`config.mk`:
```
export PLATFORM = sky130hd
export DESIGN_NAME = lifo_stack
export DESIGN_NICKNAME = d
export VERILOG_FILES = /design/src/rtl/lifo_stack.sv
export SDC_FILE = /design/constraint.sdc
export NUM_CORES = 1
export LEC_CHECK = 0
export BUFFER_PORTS_ARGS = -buffer_cell sky130_fd_sc_hd__buf_4
export CAP_MARGIN = 20
export CORE_MARGIN = 5
export CORE_UTILIZATION = 29
export CTS_CLUSTER_SIZE = 40
export DETAILED_ROUTE_END_ITERATION = 16
export GPL_TIMING_DRIVEN = 0
export PLACE_DENSITY = 0.49
export SLEW_MARGIN = 25
export SYNTH_ARGS = -nofsm -noshare
export SYNTH_HDL_FRONTEND = slang
export SYNTH_SLANG_ARGS = --single-unit
```
`constraint.sdc`:
```
create_clock -name clk -period 6.6 [get_ports clk]
set_input_delay 1.32 -clock clk [delete_from_list [all_inputs] [get_ports clk]]
set_output_delay 1.32 -clock clk [all_outputs]
set_load 0.02 [all_outputs]
```
`src/rtl/lifo_stack.sv`:
```
module lifo_stack #(
  parameter int WIDTH = 16,
  parameter int DEPTH = 11
) (
  input  logic                         clk,
  input  logic                         rst_n,
  input  logic                         push_i,
  input  logic                         pop_i,
  input  logic [WIDTH-1:0]             wdata_i,
  output logic [WIDTH-1:0]             rdata_o,
  output logic [WIDTH-1:0]             top_o,
  output logic [$clog2(DEPTH+1)-1:0]   ptr_o,
  output logic                         full_o,
  output logic                         empty_o,
  output logic                         err_o
);
  localparam int PW = $clog2(DEPTH+1);
  localparam logic [PW-1:0] BOTTOM = PW'(DEPTH);

  logic [WIDTH-1:0] mem [DEPTH];
  logic [PW-1:0]    sp, sp_dn, sp_up, rd_idx;
  logic             full, empty, err;
  logic [WIDTH-1:0] dr;
  logic             do_push, do_pop, bad;

  assign do_push = push_i & ~pop_i & ~full;
  assign do_pop  = pop_i & ~push_i & ~empty;
  assign bad     = (push_i & pop_i) | (push_i & full) | (pop_i & empty);
  assign sp_dn   = sp - 1'b1;
  assign sp_up   = sp + 1'b1;
  assign rd_idx  = empty ? '0 : sp;

  always_ff @(posedge clk) begin
    if (do_push) mem[sp_dn] <= wdata_i;
  end

  always_ff @(posedge clk) begin
    if (!rst_n) begin
      sp    <= BOTTOM;
      full  <= 1'b0;
      empty <= 1'b1;
      err   <= 1'b0;
      dr    <= '0;
    end else begin
      err <= bad;
      if (do_push) begin
        sp    <= sp_dn;
        full  <= (sp_dn == '0);
        empty <= 1'b0;
      end else if (do_pop) begin
        dr    <= mem[rd_idx];
        sp    <= sp_up;
        empty <= (sp_up == BOTTOM);
        full  <= 1'b0;
      end
    end
  end

  assign top_o   = empty ? '0 : mem[rd_idx];
  assign rdata_o = dr;
  assign ptr_o   = sp;
  assign full_o  = full;
  assign empty_o = empty;
  assign err_o   = err;


  push_lands_on_top_chk: assert property (@(posedge clk) disable iff (!rst_n)
    do_push |=> (top_o == $past(wdata_i)) && (ptr_o == $past(ptr_o) - 1'b1));

  full_only_at_zero_chk: assert property (@(posedge clk) disable iff (!rst_n)
    full_o |-> (ptr_o == '0));

  pop_takes_top_chk: assert property (@(posedge clk) disable iff (!rst_n)
    do_pop |=> (rdata_o == $past(top_o)) && (ptr_o == $past(ptr_o) + 1'b1));

  empty_at_bottom_chk: assert property (@(posedge clk) disable iff (!rst_n)
    empty_o == (ptr_o == BOTTOM));

  refused_holds_state_chk: assert property (@(posedge clk) disable iff (!rst_n)
    bad |=> err_o && $stable(ptr_o) && $stable(rdata_o) && $stable(full_o) && $stable(empty_o));

  err_clears_chk: assert property (@(posedge clk) disable iff (!rst_n)
    !bad |=> !err_o);

  empty_top_zero_chk: assert property (@(posedge clk) disable iff (!rst_n)
    empty_o |-> (top_o == '0));

  ptr_in_range_chk: assert property (@(posedge clk) disable iff (!rst_n)
    ptr_o <= BOTTOM);
endmodule

```
==> metrics.md <==
| Metric | Value |
|---|---|
| Ant diodes | 0 |
| FF+latch count, synth | 199 |
| CTS Hold Buffers Added | 0 |
| Final setup vio count | 0 |
| Total routed wirelength | 23.23 mm |
| Mapped Cells | 574 |
| ANT nets after route | 0 |
| Via density | 4.967 |
| Pwr dens | 268.4 nW/µm² |
| Total gr overflow | 0 |
| Sink Count | 199 |
| Max FO, Critical Path | 10 |
| Post-DP HPWL | 15.40 mm |
| Status | completed |
| GR Util All Layers | 14.19% |
| Placed insts | 1,019 |
| Drt drc | 0 |
| Final nets | 680 |
| FF-to-FF End | mem[10][5] |
| Worst Setup End Kind | output port |
| CTS resizes | 0 |
| First-pass detailed-route iteration total | 5 |
| Startpoint Class | flip-flop |
| # Post-CTS Setup Buffers | 0 |
| Hold_ws | 519.8 ps |
| Worst hold path type | reg2reg |
| Layout cells sized above 1 | 20.99% |
| Final TNS setup | 0 ps |
| I/O Pins | 59 |
| Final Hold Vio Count | 0 |
| Worst setup path class | reg2out |
| Antenna violations before repair | 0 |
| R2R Setup Slk | 3070 ps |
| CP Data Arrival Time | 2770 ps |
| Vias in the first global route | 5,501 |
| Fraction of registers with async set/reset | 0% |
| Clock Latency Late Sink | 440 ps |
| PortBufs | 58 |
| Hold Crit Depth | 2 |
| Max-slew violations | 0 |
| Fmax | 244.8 MHz |
| Global-route wire length before repair | 34.40 mm |
| Clk buf depth | 2 |
| Total power | 2.662 mW |
| Non-filler cells in the finished layout | 1,051 |
| Vias | 5,220 |
| Warnings, synthesis | 0 |
| Root Driver | clkbuf_16 |
| Peak VDD IR | 0.1657 mV |
| DIE AREA | 32,320 µm² |
| Synth cell types | 49 |
| Crit path required time | 5280 ps |
| Worst clock skew | 11.27 ps |
| DRT iter0 DRCs | 369 |
| Fillcell total | 2,805 |
| Leakage | 3.432 nW |
| Standard-cell row count | 62 |
| Post-synth EDFFs | 176 |
| Syn_nets | 600 |
| Syn avg cell area | 14.56 µm² |
| Max_cap viols | 0 |
| Number of H-tree levels | 4 |
| Worst rel slew slack | 32.13% |
| Worst R2R Start | ptr_o[1] |
| Minimum clock period | 4086 ps |
| HP Start | full_o |
| Core area | 28,550 µm² |
| Layout area overhead | 18.62% |
| Worst Hold Path EP | err_o |
| Finished Cell Area | 9916 µm² |
| Placed inst area | 9335 µm² |
| Die W | 179.8 µm |
| Post-synth top flop | edfxtp_1 |
| Worst R2R Path Depth | 8 |
| Final Cycle Share | 61.90% |
| Clock-pin slew on the worst setup and hold paths | 70 ps |
| Average wire per standard cell | 22.10 µm |
| RSZ-0062 raised after global routing | false |
| Initial core utilization | 29.28% |
| Gpl congestion | 0.8074 |
| Largest net degree at the start of global routing | 21 |
| CTS Buf Count | 17 |
| Register area share after synthesis | 68.73% |
| Die height | 179.8 µm |
| CTS tree | built |
| Worst Max-Slew Pin Slew | 1018 ps |
| Cell area after synthesis | 8359 µm² |
[Yosys cell counts (9+ instances only)]
cell | count | share of area (%)
o22ai_1 | 25 | 1.9
dfxtp_1 | 23 | 5.5
o211ai_1 | 9 | 0.81
o21ai_0 | 28 | 1.7
nor2_1 | 31 | 1.4
clkbuf_1 | 13 | 0.58
buf_2 | 9 | 0.54
mux2i_1 | 56 | 6.7
nand2_1 | 11 | 0.49
a22oi_1 | 9 | 0.81
nand3_1 | 9 | 0.54
o21a_1 | 9 | 0.81
a21oi_1 | 35 | 2.1
edfxtp_1 | 176 | 63
[layout make-up]
class	instances	area [µm²]	area share, %
clock inverter	15	155.1	1.565
buffer	38	225.2	2.271
clock buffer	17	425.4	4.290
multi-input combinational	333	2396	24.16
sequential	199	5746	57.94
timing repair buffer	61	473.0	4.770
tap	384	480.5	4.845
inverter	4	15.01	0.1514
[kinds of logic (layout without fill, tap and decap cells)]
logic type	Yosys count	in the layout	share of synthesized area, %
flip-flops	199	199	68.73
buffers and inverters	42	135	2.874
AO/OA/AOI/OAI	169	169	13.79
XOR/XNOR	3	3	0.3144
multiplexers	57	57	6.840
AND/OR/NAND/NOR	98	98	6.556
adder cells (fa/ha/maj)	6	6	0.8980
[registers in the layout, summed over array words and instances, names as in the netlist]
register and cells:
mem 176, rdata_o 16, ptr_o 4, empty_o 1, err_o 1, full_o 1
[where the power goes]
group          leakage [nW]  internal, mW  switching [mW]  total, mW
registers              1.77          1.39         0.00990       1.40
logic                  1.38        0.0927           0.160      0.253
clock network         0.275         0.506           0.508       1.01
total                  3.43          1.98           0.678       2.66
[routing by layer]
layer / routed length, µm / part of all wire [%] / global-route usage (%)
met3: 1124 / 4.8 / 3.213
met2: 11460 / 49 / 23.76
met1: 10090 / 43 / 18.06
met5: 0 / 0 / 0
met4: 554 / 2.4 / 5.212
[cell usage in the layout, fill, tap and decap left out, drive strengths merged, types with 4 or more instances in the layout]
master / synthesis / layout
edfxtp: 176 / 176
buf: 25 / 86
mux2i: 56 / 56
a21oi: 36 / 36
o22ai: 33 / 33
nor2: 32 / 32
clkbuf: 13 / 30
o21ai: 28 / 28
dfxtp: 23 / 23
inv: 4 / 12
nand2: 11 / 11
nor3b: 11 / 11
o21a: 9 / 9
a22oi: 9 / 9
o211ai: 9 / 9
nand3: 9 / 9
nand3b: 9 / 9
a211oi: 9 / 9
a2bb2oi: 8 / 8
o2bb2ai: 8 / 8
o22a: 8 / 8
a31oi: 8 / 8
and3: 8 / 8
ha: 6 / 6
and2: 4 / 4
clkinv: 0 / 4
nor2b: 4 / 4
[worst max-delay path by stage]
stage	startpoint	endpoint	cells after the start
2_1_floorplan	ptr_o[1]	top_o[0]	6
3_5_place_dp	empty_o	top_o[15]	5
5_1_grt	empty_o	top_o[15]	5
3_3_place_gp	ptr_o[1]	mem[4][4]	8
6_report	empty_o	top_o[15]	5
4_1_cts	empty_o	top_o[15]	5
[stage by stage]
stage / util (%) / setup WS, ps
after global placement: 32.49 / 2423
after CTS: 34.73 / 2458
final: 34.73 / 2514
after detailed placement: 32.70 / 2939
after floorplan: - / 3523
after global routing: 34.73 / 2329
[worst max-delay path, cell delays in order (launching register included)]
cell	delay (ps)
dfxtp_1	530
buf_2	360
buf_2	380
clkbuf_1	620
a21oi_1	200
buf_4	220
(Power assumes the default switching activity.)
